--- config.mk ---
export PLATFORM = sky130hd
export DESIGN_NAME = mdm_status_unit
export DESIGN_NICKNAME = d
export VERILOG_FILES = /design/src/rtl/mdm_pkg.sv /design/src/rtl/mdm_ctrl_reg.sv /design/src/rtl/mdm_line_map.sv /design/src/rtl/mdm_delta_trk.sv /design/src/rtl/mdm_status_unit.sv
export SDC_FILE = /design/constraint.sdc
export NUM_CORES = 1
export LEC_CHECK = 0
export ABC_CLOCK_PERIOD_IN_PS = 1020
export BUFFER_PORTS_ARGS = -buffer_cell sky130_fd_sc_hd__buf_2
export CELL_PAD_IN_SITES_DETAIL_PLACEMENT = 0
export CELL_PAD_IN_SITES_GLOBAL_PLACEMENT = 1
export CORE_MARGIN = 2
export CORE_UTILIZATION = 32
export DETAILED_ROUTE_END_ITERATION = 10
export PLACE_DENSITY = 0.82
export SYNTH_ARGS = -nofsm -noshare
export SYNTH_HDL_FRONTEND = slang
export SYNTH_HIERARCHICAL = 1
export SYNTH_SLANG_ARGS = --single-unit
export TNS_END_PERCENT = 100
--- constraint.sdc ---
create_clock -name clk -period 1.02 [get_ports clk]
set_clock_uncertainty 0.05 [all_clocks]
set_input_delay 0.102 -clock clk [delete_from_list [all_inputs] [get_ports clk]]
set_output_delay 0.102 -clock clk [all_outputs]
set_load 0.02 [all_outputs]
--- src/rtl/mdm_pkg.sv ---
package mdm_pkg;
  localparam int DATA_W  = 8;
  localparam int CTRL_W  = 5;
  localparam int LIVE_W  = 4;
  localparam int DELTA_W = 4;

  // control register layout, bit 4 down to bit 0
  typedef struct packed {
    logic loop;
    logic out2;
    logic out1;
    logic rts;
    logic dtr;
  } ctrl_t;

  // live status lines, status bits 7..4
  typedef struct packed {
    logic dcd;
    logic ri;
    logic dsr;
    logic cts;
  } live_t;

  // sticky change flags, status bits 3..0
  typedef struct packed {
    logic ddcd;
    logic teri;
    logic ddsr;
    logic dcts;
  } delta_t;

  // line levels seen by the host for a given control value
  function automatic live_t line_state(input ctrl_t c);
    live_t l;
    if (c.loop) begin
      l.cts = c.rts;
      l.dsr = c.dtr;
      l.ri  = c.out1;
      l.dcd = c.out2;
    end else begin
      l.cts = 1'b0;
      l.dsr = 1'b1;
      l.ri  = 1'b0;
      l.dcd = 1'b1;
    end
    return l;
  endfunction

  // change flags raised by moving from one line state to the next
  function automatic delta_t line_change(input live_t was, input live_t now);
    delta_t d;
    d.dcts = was.cts ^ now.cts;
    d.ddsr = was.dsr ^ now.dsr;
    d.ddcd = was.dcd ^ now.dcd;
    d.teri = was.ri & ~now.ri;
    return d;
  endfunction
endpackage

--- src/rtl/mdm_ctrl_reg.sv ---
module mdm_ctrl_reg
  import mdm_pkg::*;
#(
  parameter logic [CTRL_W-1:0] RST_CTRL = '0
) (
  input  logic        clk,
  input  logic        rst_n,
  input  logic        load,
  input  ctrl_t       din,
  output ctrl_t       ctrl_q
);
  always_ff @(posedge clk) begin
    if (!rst_n)    ctrl_q <= ctrl_t'(RST_CTRL);
    else if (load) ctrl_q <= din;
  end

  // only a control write moves the register
  assert_ctrl_hold_R7: assert property (@(posedge clk) disable iff (!rst_n)
    !load |=> $stable(ctrl_q));
endmodule

--- src/rtl/mdm_line_map.sv ---
module mdm_line_map
  import mdm_pkg::*;
(
  input  ctrl_t cur_ctrl,
  input  ctrl_t nxt_ctrl,
  output live_t live_cur,
  output live_t live_nxt
);
  always_comb begin
    live_cur = line_state(cur_ctrl);
    live_nxt = line_state(nxt_ctrl);
  end
endmodule

--- src/rtl/mdm_delta_trk.sv ---
module mdm_delta_trk
  import mdm_pkg::*;
(
  input  logic   clk,
  input  logic   rst_n,
  input  logic   set_en,
  input  logic   clr_en,
  input  live_t  live_was,
  input  live_t  live_now,
  output delta_t delta_q
);
  delta_t detected;
  delta_t kept;

  always_comb begin
    detected = set_en ? line_change(live_was, live_now) : '0;
    kept     = clr_en ? '0 : delta_q;
  end

  always_ff @(posedge clk) begin
    if (!rst_n) delta_q <= '0;
    else        delta_q <= kept | detected;
  end

  // without a clear no flag drops
  assert_delta_sticky_R5: assert property (@(posedge clk) disable iff (!rst_n)
    !clr_en |=> ((delta_q & $past(delta_q)) == $past(delta_q)));

  // a clear with no write leaves nothing set
  assert_read_clears_R6: assert property (@(posedge clk) disable iff (!rst_n)
    (clr_en && !set_en) |=> (delta_q == '0));

  // no flag rises without a control write
  assert_set_only_on_write_R4: assert property (@(posedge clk) disable iff (!rst_n)
    !set_en |=> ((delta_q & ~$past(delta_q)) == '0));
endmodule

--- src/rtl/mdm_status_unit.sv ---
module mdm_status_unit
  import mdm_pkg::*;
#(
  parameter int                  ADDR_W    = 3,
  parameter logic [ADDR_W-1:0]   CTRL_ADDR = 3'd4,
  parameter logic [ADDR_W-1:0]   STAT_ADDR = 3'd6,
  parameter logic [CTRL_W-1:0]   RST_CTRL  = '0
) (
  input  logic              clk,
  input  logic              rst_n,
  input  logic              wr_en,
  input  logic [ADDR_W-1:0] wr_addr,
  input  logic [7:0]        wr_data,
  input  logic              rd_en,
  input  logic [ADDR_W-1:0] rd_addr,
  output logic              rd_valid,
  output logic [7:0]        rd_data,
  output logic              msc_pending
);
  localparam int PAD_W = DATA_W - CTRL_W;

  // named internal events
  logic   ctrl_wr;
  logic   stat_rd;
  ctrl_t  ctrl_q;
  ctrl_t  ctrl_nxt;
  live_t  live_cur;
  live_t  live_nxt;
  delta_t delta_q;
  logic [DATA_W-1:0] rd_mux;
  logic   unused_hi;

  assign ctrl_wr   = wr_en && (wr_addr == CTRL_ADDR);
  assign stat_rd   = rd_en && (rd_addr == STAT_ADDR);
  assign ctrl_nxt  = ctrl_t'(wr_data[CTRL_W-1:0]);
  assign unused_hi = ^wr_data[DATA_W-1:CTRL_W];

  mdm_ctrl_reg #(.RST_CTRL(RST_CTRL)) ctrl_i (
    .clk    (clk),
    .rst_n  (rst_n),
    .load   (ctrl_wr),
    .din    (ctrl_nxt),
    .ctrl_q (ctrl_q)
  );

  mdm_line_map map_i (
    .cur_ctrl (ctrl_q),
    .nxt_ctrl (ctrl_nxt),
    .live_cur (live_cur),
    .live_nxt (live_nxt)
  );

  mdm_delta_trk delta_i (
    .clk      (clk),
    .rst_n    (rst_n),
    .set_en   (ctrl_wr),
    .clr_en   (stat_rd),
    .live_was (live_cur),
    .live_now (live_nxt),
    .delta_q  (delta_q)
  );

  always_comb begin
    rd_mux = '0;
    if (rd_addr == CTRL_ADDR)      rd_mux = {{PAD_W{1'b0}}, ctrl_q};
    else if (rd_addr == STAT_ADDR) rd_mux = {live_cur, delta_q};
  end

  always_ff @(posedge clk) begin
    if (!rst_n) begin
      rd_valid <= 1'b0;
      rd_data  <= '0;
    end else begin
      rd_valid <= rd_en;
      rd_data  <= rd_en ? rd_mux : rd_data;
    end
  end

  assign msc_pending = |delta_q;

  // read data one cycle after the request
  assert_read_latency_R11: assert property (@(posedge clk) disable iff (!rst_n)
    rd_en |=> rd_valid);

  // control readback has clear upper bits
  assert_ctrl_upper_zero_R1: assert property (@(posedge clk) disable iff (!rst_n)
    (rd_en && rd_addr == CTRL_ADDR) |=> (rd_data[7:5] == 3'b000));

  // fixed line levels outside loopback
  assert_normal_lines_R3: assert property (@(posedge clk) disable iff (!rst_n)
    !ctrl_q.loop |-> (live_cur == 4'b1010));

  // loopback cross-map
  assert_loop_reflect_R2: assert property (@(posedge clk) disable iff (!rst_n)
    ctrl_q.loop |-> (live_cur.cts == ctrl_q.rts && live_cur.dsr == ctrl_q.dtr &&
                     live_cur.ri == ctrl_q.out1 && live_cur.dcd == ctrl_q.out2));

  // ring flag rises only on a falling RI
  assert_teri_fall_R4: assert property (@(posedge clk) disable iff (!rst_n)
    $rose(delta_q.teri) |-> ($past(ctrl_wr) && $past(live_cur.ri) && !$past(live_nxt.ri)));

  // pending only rises after a control write
  assert_pending_rise_R9: assert property (@(posedge clk) disable iff (!rst_n)
    $rose(msc_pending) |-> $past(ctrl_wr));
endmodule

# Word-level counts from Yosys, hierarchy flattened
# Index checks and enable logic that the tools add are counted.
[totals]
regBits = 18
input_bits = 18
output_inout_bits = 10
wordCells = 29
[op_classes]
eq_ne = 3
n_mux = 6
bitwise_logic = 6
n_reduce_logical = 3
[op_table]
columns = ["cell", "count"]
rows = [
  ["$mux W4", 4],
  ["$mux W8", 2],
  ["$eq A3 B3 Y1 const B", 3],
  ["$or A4 B4 Y4", 1],
  ["$reduce_or A4 Y1", 1],
  ["$xor A1 B1 Y1", 3],
  ["$logic_and A1 B1 Y1", 2],
  ["$and A1 B1 Y1", 1],
  ["$not A1 Y1", 1],
]

# Depth between registers and ports, before layout
# Gate-level depths: netlist (run 1).
[logic_depth]
word_depth = 5
ltp_mapped = 5
ltp_nobuf = 4

# Hierarchy
# The synthesis (run 1) kept the hierarchy.
[modules_own_cells]
columns = ["module", "n_inst", "cells_each", "area_per_inst_um2", "seq_area_each_um2"]
rows = [
  ["mdm_status_unit", 1, 31, 379.1, 180.2],
  ["mdm_ctrl_reg", 1, 16, 192.7, 100.1],
  ["mdm_delta_trk", 1, 17, 175.2, 80.1],
  ["mdm_line_map", 1, 8, 50.0, 0.0],
]

# Worst setup path before layout (run 1)
# OpenSTA, ideal clock, no wires.
[synth_path]
path_type = "flip-flop to output port"
start = "register delta_i/delta_q[3] (netlist name)"
end = "output msc_pending"
arrival_time_ns = 0.926
required_time_ns = 0.868
slack_ns = -0.058
path_stages_with_launch = 2
path_buffers = 0
cell_sequence = "dfxtp_1 -> or4_1"
[synth_between]
elab_chain_len = 1
[synth_rtl]
columns = ["element", "line_no", "source"]
rows = [
  ["$reduce_or A4 Y1", "mdm_status_unit.sv:79", "assign msc_pending = |delta_q;"],
  ["end, declared", "mdm_status_unit.sv:18", "output logic msc_pending"],
]
# Every way passes these cells.

# Worst setup path in the final report (run 1)
[layout_path]
start = "register delta_i/delta_q[3] (netlist name)"
end = "output msc_pending"
[layout_between]
elab_chain_len = 1
[layout_rtl]
columns = ["element", "line_no"]
rows = [
  ["$reduce_or A4 Y1", "mdm_status_unit.sv:79"],
]
# Every way passes these cells.

==> summary.txt, run 1 <==
Timing
  – Tmin final: 1429 ps
  – Final Max Slew Viols: 0
  – Final Hold Violating Endpoints: 0
  – RSZ-0062 raised after global routing: true
  – Worst slew pin tran: 283.9 ps
  – Fin crit share: 140.1%
  – Final setup violation count: 1
  – Hold slack: 29.09 ps
  – Slew headroom: 81.07%
  – Max Clk Rate: 699.6 MHz
  – Setup_tns: -409.3 ps
  – Final worst slack: -409.3 ps

CTS
  – Total CTS buffers: 3
  – Clk_lat worst skew: 280 ps
  – Root Driver: clkbuf_4
  – Clock transition at the registers of the reported paths: 90 ps
  – CTS tree: built
  – Htree depth: 1
  – CTS sink cnt: 18
  – Post-CTS Setup Inserts: 0
  – CTS max path bufs: 2

Die
  – Core ar.: 0.002410 sq mm
  – Io pins: 28
  – Die area: 0.002906 sq mm
  – Chip width: 53.91 um
  – Rows: 18
  – Die Y: 53.91 um
  – Starting Density: 33.07%

Finish
  – Final net count: 124
  – Commonest cells after routing, fill and taps aside: 23 x buf_2, 16 x dfxtp_1, 10 x mux2i_1, 7 x buf_4
  – Syn-to-layout area delta: 27.79%
  – Core Util, Final: 42.26%
  – Non-Filler Instances: 134
  – Design area: 0.001018 sq mm
  – Most common cell after layout, fill and taps aside: buf_2
  – Antenna Cells: 0
  – Share of cells above drive strength 1: 38.46%

Drt
  – Drt first-iter violations: 5
  – Wire per inst: 11.97 um
  – Antenna violation net count after detailed routing: 0
  – Vias per cell: 4.701
  – DR pass1 iterations: 4
  – Via Count: 630
  – # DRC: 0
  – DRT Wirelength: 1604 um

Worst setup path
  – Crit-path leading delay family: simple AND/OR/NAND/NOR gates
  – CP required: 870 ps
  – Critical path data arrival time: 1280 ps
  – Critical Path End Type: output pin
  – CP max stage cell: or4_4
  – CP peak stage delay: 520 ps
  – FF-to-FF Start: ctrl_i/ctrl_q[4]$_SDFFE_PN0P_
  – Cell breakdown of the critical path: or4_4, buf_6
  – CP Buf/Inv Count: 1
  – Setup crit start kind: flop
  – CP max FO: 2
  – Critical Path Start: delta_i/delta_q[3]$_SDFF_PN0_
  – Critical path type: reg -> out

GRT
  – Vias in the first global route: 551
  – First-pass GRT wire length: 2428 um
  – Largest net degree at the start of global routing: 14
  – Global-route usage over all layers: 12.04%
  – Gr ovfl total: 0
  – Initial antenna violation count: 0

Synth
  – Register bit total from synthesis: 18
  – Mux contribution to synthesized area: 12.56%
  – Post-synth top area cell: dfxtp_1
  – Synthesized instance count: 72
  – Post-Syn Area: 797.0 sq um
  – Unique masters post-synth: 19
  – YS warnings: 6
  – Largest family of logic cells by synthesized area: simple AND/OR/NAND/NOR gates
  – Compound-Gate Fraction of Synth Area: 12.56%
  – Adder-cell share of the synthesized area: 0%
  – Syn nets: 90
  – Post-Synth XOR/XNOR Area: 3.297%
  – Mean post-synth cell area: 11.07 sq um
  – Simple-gate share of the synthesized area: 22.14%
  – Post-synth top area share: 45.21%
  – Top post-synthesis cells by area: dfxtp_1 45%, mux2i_1 13%, o2bb2ai_1 5.5%
  – Seq/Total Area, Yosys: 45.21%

Pwr
  – Power after layout: 1.183 mW
  – Leak pwr: 0.4190 nW
  – Pwr per Cell Area: 1162 mW/mm^2
  – VDD IR-drop max: 1.056 mV

Placed design
  – Dpl hpwl: 1243 um
  – Placed Instances: 130
  – Port Buffers: 24
  – Placed cell area: 977.2 sq um
  – Dpl ws: -109.3 ps
  – RD Place Congestion: 0.7308

Min path
  – Hold_sp: wr_data[3]
  – Worst min path class: in -> reg

Status
  – Outcome: complete, but fails checks
  – Violated checks: setup timing

Job
  – MaxCap Viol Count: 0
-- layout make-up --
type | count | area, sq um
flip-flops and latches | 18 | 362.8
fillers | 249 | 1391
clock buffers | 3 | 22.52
repair buffers | 32 | 188.9
multi-input cells | 51 | 406.6
well taps | 30 | 37.54
-- kinds of logic (layout without fill, tap and decap cells) --
group / after synthesis / after routing
flops: 18 / 18
mux: 10 / 10
buf+inv: 3 / 35
simple gates: 26 / 26
xor+xnor: 3 / 3
compound gates: 12 / 12
-- where the power goes --
group,switching [mW],total [mW],leakage [nW],internal (mW)
combinational,0.0607,0.132,0.259,0.0709
sequential,0.00690,0.720,0.147,0.713
clock,0.195,0.332,0.0138,0.137
-- worst min-delay path, cell delays in order --
cell,delay [ps]
buf_2,80
mux2i_1,60
nor2b_1,90
-- routing by layer --
metal | vias up | global-route usage [%] | share of wire (%)
met5 | - | 0 | 0
met4 | 0 | 3.846 | 0.62
met3 | 2 | 5.000 | 6.2
met2 | 19 | 17.68 | 48
met1 | 281 | 15.90 | 45
li1 | 328 | - | -
-- registers in the layout (all words and copies together), names as in the netlist --
name,count
rd_valid,1
delta_i/delta_q,4
ctrl_i/ctrl_q,5
rd_data,8
-- final timing paths --
kind              cells past startpoint  slack [ps]                            end
setup / recovery                      2        -410                    msc_pending
hold / removal                        3          30  ctrl_i/ctrl_q[3]$_SDFFE_PN0P_
setup reg to reg                      3         110  delta_i/delta_q[2]$_SDFF_PN0_
hold reg to reg                       1         420        rd_data[0]$_SDFFE_PN0P_
-- synthesized netlist by cell type --
cell type and n:
o2bb2ai_1 5, nand3b_1 4, nor2b_1 5, a21boi_2 1
or4_1 1, nand2b_1 5, and4b_4 1, and2b_1 1
nor3_1 1, nand2_1 1, and2_1 5, o21ai_1 3
buf_6 3, nand2_2 1, xnor2_1 3, dfxtp_1 18
nand4b_1 1, mux2i_1 10, a32o_1 3
-- what timing repair did --
action | in CTS | in global routing
gates resized for setup | 2 | 2
hold buffers | 1 | 0
endpoints found under the setup margin | 1 | 4
hold endpoints to repair | 1 | 0
pin swaps | 0 | 0
Note: power is estimated with default switching activity, not from simulation.
==> inputs of run 2 (changes only) <==
Settings changed: CTS_BUF_LIST set to sky130_fd_sc_hd__clkbuf_16.
==> summary.txt, run 2 (synthesized netlist as in run 1, its figures left out) <==
Status
  – Outcome: complete, but fails checks
  – Violated checks: setup timing

Finish
  – Share of cells above drive strength 1: 38.83% (+0.37 points)
  – Biggest regs: rd_data x8, ctrl_i/ctrl_q x5, delta_i/delta_q x4
  – Non-Filler Instances: 133 (-0.75%)
  – Syn-to-layout area delta: 33.12%
  – Commonest cells after routing, fill and taps aside: 23 x buf_2, 16 x dfxtp_1, 10 x mux2i_1, 7 x buf_4
  – Most common cell after layout, fill and taps aside: buf_2
  – Core Util, Final: 44.03% (+1.8 points)
  – Most flops, register: rd_data
  – Max reg flops: 8 (unchanged)
  – Design area: 0.001061 sq mm (+4.2%)
  – Antenna Cells: 0 (unchanged)
  – Final net count: 123 (-0.81%)

Drt
  – Antenna violation net count after detailed routing: 0 (unchanged)
  – Vias per cell: 4.632 (-1.5%)
  – Wire per inst: 12.05 um (+0.63%)
  – Via Count: 616 (-2.2%)
  – Drt first-iter violations: 3 (-2)
  – DR pass1 iterations: 4 (unchanged)
  – # DRC: 0 (unchanged)
  – DRT Wirelength: 1602 um (-0.12%)

Min path
  – Hold_sp: rd_en
  – Hold-critical path endpoint: rd_valid$_SDFF_PN0_
  – Worst min path class: in -> reg
  – Hold Path Depth: 2 (-1)

Timing
  – Final setup violation count: 1 (unchanged)
  – Hold slack: 42.34 ps (+13.25 ps)
  – Slew headroom: 80.49% (-0.59 points)
  – Final Hold Violating Endpoints: 0 (unchanged)
  – Final worst slack: -355.8 ps (+53.54 ps)
  – Max Clk Rate: 726.9 MHz (+3.9%)
  – Fin crit share: 134.9% (-5.2 points)
  – Worst slew pin tran: 292.7 ps (+8.799 ps)
  – Tmin final: 1376 ps (-53.53 ps)
  – Setup_tns: -355.8 ps (+53.54 ps)
  – RSZ-0062 raised after global routing: true
  – Final Max Slew Viols: 0 (unchanged)

CTS
  – CTS tree: built
  – CTS sink cnt: 18 (unchanged)
  – Total CTS buffers: 3 (unchanged)
  – CTS max path bufs: 2 (unchanged)
  – Post-CTS Setup Inserts: 0 (unchanged)
  – Post-CTS Hold Fix Bufs: 0 (-1)
  – Htree depth: 1 (unchanged)
  – Clk_lat worst skew: 250 ps (-30 ps)
  – Root Driver: clkbuf_16
  – Clock transition at the registers of the reported paths: 50 ps (-40 ps)

Pwr
  – Pint: 1.299 mW (+41%)
  – Leak pwr: 0.4380 nW (+4.5%)
  – Gate power share: 8.0% (-3.1 points)
  – Sequential Power Share: 45.0% (-16 points)
  – P_sw: 0.3078 mW (+17%)
  – Sw Ratio: 19.16% (-3.0 points)
  – VDD IR-drop max: 1.131 mV (+7.1%)
  – Pwr per Cell Area: 1514 mW/mm^2 (+30%)
  – Clock power share: 47.1% (+19 points)

Placed design
  – Placed Instances: 130 (unchanged)
  – RD Place Congestion: 0.7308 (unchanged)
  – Placed cell area: 977.2 sq um (unchanged)
  – Dpl hpwl: 1243 um (unchanged)
  – Port Buffers: 24 (unchanged)

Die
  – Die area: 0.002906 sq mm (unchanged)
  – Die Y: 53.91 um (unchanged)
  – Starting Density: 33.07% (unchanged)
  – Io pins: 28 (unchanged)
  – Rows: 18 (unchanged)
  – Chip width: 53.91 um (unchanged)
  – Core ar.: 0.002410 sq mm (unchanged)

Worst setup path
  – Worst reg-to-reg setup slack: 120 ps (about the same)
  – Critical path type: reg -> out
  – CP required: 870 ps (about the same)
  – Critical Path End Type: output pin
  – Setup crit start kind: flop
  – FF-to-FF End: delta_i/delta_q[3]$_SDFF_PN0_
  – CP max FO: 2 (unchanged)
  – FF-to-FF Start: ctrl_i/ctrl_q[3]$_SDFFE_PN0P_
  – Critical path data arrival time: 1220 ps (-60 ps)
  – Reg2Reg Depth: 3 (unchanged)

GRT
  – Vias in the first global route: 547 (-0.73%)
  – Largest net degree at the start of global routing: 14 (unchanged)
  – Initial antenna violation count: 0 (unchanged)
  – Gr ovfl total: 0 (unchanged)
  – Global-route usage over all layers: 13.10% (+1.1 points)
  – First-pass GRT wire length: 2504 um (+3.1%)

Job
  – MaxCap Viol Count: 0 (unchanged)
[run 2: worst max path at each step]
stage,startpoint,end,slack (ps),cells past startpoint
floorplan,delta_i/delta_q[3]$_SDFF_PN0_,msc_pending,1,1
global placement,delta_i/delta_q[3]$_SDFF_PN0_,msc_pending,-100,2
detailed placement,delta_i/delta_q[3]$_SDFF_PN0_,msc_pending,-110,2
CTS,delta_i/delta_q[3]$_SDFF_PN0_,msc_pending,-360,2
global route,delta_i/delta_q[3]$_SDFF_PN0_,msc_pending,-390,2
finish,delta_i/delta_q[3]$_SDFF_PN0_,msc_pending,-360,2
[run 2: final cells by class]
type                            count  area, sq um
Multi-Input combinational cell     51        406.6
Fill cell                         250         1349
Timing Repair Buffer               31        178.9
Tap cell                           30        37.54
Sequential cell                    18        362.8
Clock buffer                        3        75.07
[run 2: worst max-delay path, cell delays in order (launching register included)]
cell and delay, ps:
dfxtp_2 310, or4_4 520, buf_6 140
[run 2: what timing repair did]
action,4_1_cts,5_1_grt
endpoints found under the hold margin,0,0
endpoints found under the setup margin,1,4
gates resized for setup,2,2
[run 2: routing by layer]
| metal | global-route usage (%) | up-vias | share of wire (%) |
|---|---|---|---|
| met5 | 0 | - | 0 |
| met1 | 16.44 | 269 | 45 |
| met3 | 5.000 | 5 | 6.6 |
| li1 | - | 324 | - |
| met2 | 18.29 | 18 | 46 |
| met4 | 8.974 | 0 | 2.8 |
[run 2: stage by stage]
| step | worst slack, ps | power, mW |
|---|---|---|
| 2_1_floorplan | 1.185 | 0.8100 |
| 3_3_place_gp | -100.5 | 0.8597 |
| 3_5_place_dp | -109.3 | 0.8632 |
| 4_1_cts | -360.6 | 1.623 |
| 5_1_grt | -385.2 | 1.675 |
| 6_report | -355.8 | 1.606 |
[run 2: power groups by stage]
stage	registers [mW]	clock network, mW	logic (mW)
3_5_place_dp	0.736	0	0.127
2_1_floorplan	0.740	0	0.0704
5_1_grt	0.722	0.812	0.141
6_report	0.722	0.756	0.128
3_3_place_gp	0.735	0	0.125
4_1_cts	0.722	0.772	0.129
==> inputs of run 3 (changes only) <==
Settings changed: ABC_AREA set to 1, CORE_UTILIZATION 32 to 29.
==> summary.txt, run 3 <==
Status
  – Outcome: finished, final reports clean

Die
  – Starting Density: 31.09% (-2.0 points)
  – Rows: 19 (+1)
  – Die Y: 59.08 um (+9.6%)
  – Io pins: 28 (unchanged)
  – Die area: 0.003490 sq mm (+20%)
  – Core ar.: 0.002829 sq mm (+17%)
  – Chip width: 59.08 um (+9.6%)

Synth
  – Post-synth top area share: 40.97% (-4.2 points)
  – Post-synth ARST share: 0% (unchanged)
  – Most common cell in the netlist: nand2_1
  – YS warnings: 6 (unchanged)
  – Syn nets: 160 (+78%)
  – Register bit total from synthesis: 18 (unchanged)
  – Synthesized instance count: 142 (+97%)
  – Number of flops mapped to enable cells by yosys: 0 (unchanged)
  – Unique masters post-synth: 12 (-7)
  – Post-Syn Area: 879.6 sq um (+10%)
  – Top_reg_cell synth: dfxtp_1
  – Seq/Total Area, Yosys: 40.97% (-4.2 points)
  – Top post-synthesis cells by area: dfxtp_1 41%, nand2_1 26%, inv_1 11%
  – Mean post-synth cell area: 6.194 sq um (-44%)
  – Synth top cells by count: 60 x nand2_1, 25 x inv_1, 18 x dfxtp_1
  – Post-synth top area cell: dfxtp_1

Drt
  – # DRC: 0 (unchanged)
  – Drt first-iter violations: 24 (+21)
  – DRT Wirelength: 1966 um (+23%)
  – Wire per inst: 9.590 um (-20%)
  – Vias per cell: 4.302 (-7.1%)
  – DR pass1 iterations: 4 (unchanged)
  – Antenna violation net count after detailed routing: 0 (unchanged)
  – Via Count: 882 (+43%)

Worst setup path
  – CP peak stage delay: 320 ps (-200 ps)
  – FF-to-FF Start: ctrl_i/ctrl_q[0]$_SDFFE_PN0P_
  – CP max stage cell: dfxtp_2
  – CP required: 870 ps (about the same)
  – Setup crit start kind: flop
  – Critical path type: reg -> out
  – FF-to-FF End: delta_i/delta_q[1]$_SDFF_PN0_
  – Cell breakdown of the critical path: nor2_2, nand2_1, buf_6
  – Worst reg-to-reg setup slack: 80 ps (-40 ps)
  – Critical Path End Type: output pin
  – Reg2Reg Depth: 6 (+3)
  – CP max FO: 2 (unchanged)
  – Critical path data arrival time: 850 ps (-370 ps)

Job
  – MaxCap Viol Count: 0 (unchanged)

Finish
  – Biggest regs: rd_data x8, ctrl_i/ctrl_q x5, delta_i/delta_q x4
  – Final net count: 193 (+57%)
  – Most common cell after layout, fill and taps aside: nand2_1
  – Max reg flops: 8 (unchanged)
  – Core Util, Final: 41.18% (-2.9 points)
  – Footprint of the multi-input gates: 415.4 sq um (+2.2%)
  – Antenna Cells: 0 (unchanged)
  – Design area: 0.001165 sq mm (+9.8%)
  – Syn-to-layout area delta: 32.43%
  – Most flops, register: rd_data
  – Commonest cells after routing, fill and taps aside: 59 x nand2_1, 25 x inv_1, 23 x buf_2, 12 x nor2_1, 12 x dfxtp_1
  – Filler cell count in the final layout: 310 (+24%)
  – Non-Filler Instances: 205 (+54%)
  – Share of cells above drive strength 1: 25.29% (-14 points)
  – Register area: 370.4 sq um (+2.1%)

CTS
  – Htree depth: 1 (unchanged)
  – CTS sink cnt: 18 (unchanged)
  – CTS tree: built
  – CTS max path bufs: 2 (unchanged)
  – Clk_lat worst skew: 250 ps (about the same)
  – Clock transition at the registers of the reported paths: 50 ps (about the same)
  – Root Driver: clkbuf_16
  – Post-CTS Hold Fix Bufs: 0 (unchanged)
  – Total CTS buffers: 3 (unchanged)

Placed design
  – Dpl hpwl: 1554 um (+25%)
  – RD Place Congestion: 0.7722 (+5.7%)
  – Placed Instances: 198 (+52%)
  – Placed cell area: 0.001042 sq mm (+6.7%)
  – Port Buffers: 24 (unchanged)
  – Dpl ws: 43.80 ps (+153.1 ps)

Pwr
  – Pwr per Cell Area: 1422 mW/mm^2 (-6.1%)
  – VDD IR-drop max: 0.7203 mV (-36%)
  – Leak pwr: 0.6587 nW (+50%)

GRT
  – Largest net degree at the start of global routing: 15 (+1)
  – Global-route usage over all layers: 12.66% (-0.44 points)
  – First-pass GRT wire length: 3318 um (+33%)
  – Gr ovfl total: 0 (unchanged)
  – Initial antenna violation count: 0 (unchanged)
  – Vias in the first global route: 805 (+47%)

Timing
  – Tmin final: 1007 ps (-369.0 ps)
  – Final setup violation count: 0 (-1)
  – RSZ-0062 raised after global routing: true
  – Final Hold Violating Endpoints: 0 (unchanged)
  – Fin crit share: 98.71% (-36 points)
  – Slew headroom: 84.68% (+4.2 points)
  – Hold slack: 57.20 ps (+14.86 ps)
  – Worst slew pin tran: 229.5 ps (-63.19 ps)
  – Final worst slack: 13.16 ps (+369.0 ps)
  – Max Clk Rate: 993.2 MHz (+37%)
  – Final Max Slew Viols: 0 (unchanged)

Min path
  – Hold-critical path endpoint: rd_valid$_SDFF_PN0_
  – Worst min path class: in -> reg
  – Hold_sp: rd_en
  – Hold Path Depth: 3 (+1)
## run 3: cell types whose count changed after synthesis, moves of 3 or more
cell,previous run,this run
nand2_1,1,60
inv_1,0,25
nor2_1,0,13
nand3_1,0,11
mux2i_1,10,0
a21oi_1,0,7
and2_1,5,0
nand2b_1,5,0
nor2b_1,5,0
o2bb2ai_1,5,0
a32o_1,3,0
nand3b_1,4,1
o21ai_1,3,0
xnor2_1,3,0
## run 3: stage by stage
step / total power, mW / setup TNS [ps]
6_report: 1.656 / 0
5_1_grt: 1.734 / -23.60
4_1_cts: 1.677 / -7.262
3_5_place_dp: 0.8872 / 0
3_3_place_gp: 0.8839 / 0
2_1_floorplan: 0.8219 / 0
## run 3: layer usage
| metal | up-vias | part of all wire (%) | global-route usage (%) | routed length [um] |
|---|---|---|---|---|
| met5 | - | 0 | 0 | 0 |
| met4 | 0 | 0.86 | 4.870 | 17 |
| met3 | 4 | 4.8 | 3.930 | 94 |
| met2 | 20 | 46 | 21.11 | 902 |
| met1 | 372 | 48 | 15.17 | 952 |
| li1 | 486 | - | - | - |
## run 3: area by class of cell
type | instances | area share (%)
Clock inverter | 1 | 0.3222
Inverter | 26 | 8.378
Timing Repair Buffer | 29 | 14.07
Multi-Input combinational cell | 97 | 35.66
Tap cell | 31 | 3.330
Sequential cell | 18 | 31.79
Clock buffer | 3 | 6.445
## run 3: worst max-delay path by stage
stage,startpoint,end,slack [ps]
global route,delta_i/delta_q[0]$_SDFF_PN0_,msc_pending,-20
global placement,ctrl_i/ctrl_q[4]$_SDFFE_PN0P_,delta_i/delta_q[0]$_SDFF_PN0_,90
finish,delta_i/delta_q[2]$_SDFF_PN0_,msc_pending,10
floorplan,wr_addr[1],ctrl_i/ctrl_q[4]$_SDFFE_PN0P_,40
detailed placement,wr_addr[1],delta_i/delta_q[3]$_SDFF_PN0_,40
CTS,delta_i/delta_q[2]$_SDFF_PN0_,msc_pending,-7
## run 3: worst max-delay path: cells and delay by family, from the launching register on
kind | cells | cell delay, ps
DFF | 1 | 320
buffers and inverters | 1 | 130
and+or+nand+nor | 2 | 150
## run 3: logic make-up (layout without fill, tap and decap cells)
group                  count (synthesis)  in the layout  share of synthesized area [%]
AND/OR/NAND/NOR                       90             90                          42.68
buffers and inverters                 27             59                          12.38
flip-flops                            18             18                          40.97
AO/OA/AOI/OAI                          7              7                          3.983
## run 3: timing repair
item                                    CTS  global route
pin swaps                                 2             2
resized for setup                         4             7
setup buffers                             1             2
endpoints found under the setup margin    1             3
## run 3: report_power, final
| group | internal (mW) | total [mW] | leakage (nW) | switching, mW |
|---|---|---|---|---|
| clock network | 0.521 | 0.781 | 0.0385 | 0.260 |
| registers | 0.716 | 0.726 | 0.149 | 0.00964 |
| logic | 0.0583 | 0.149 | 0.471 | 0.0911 |
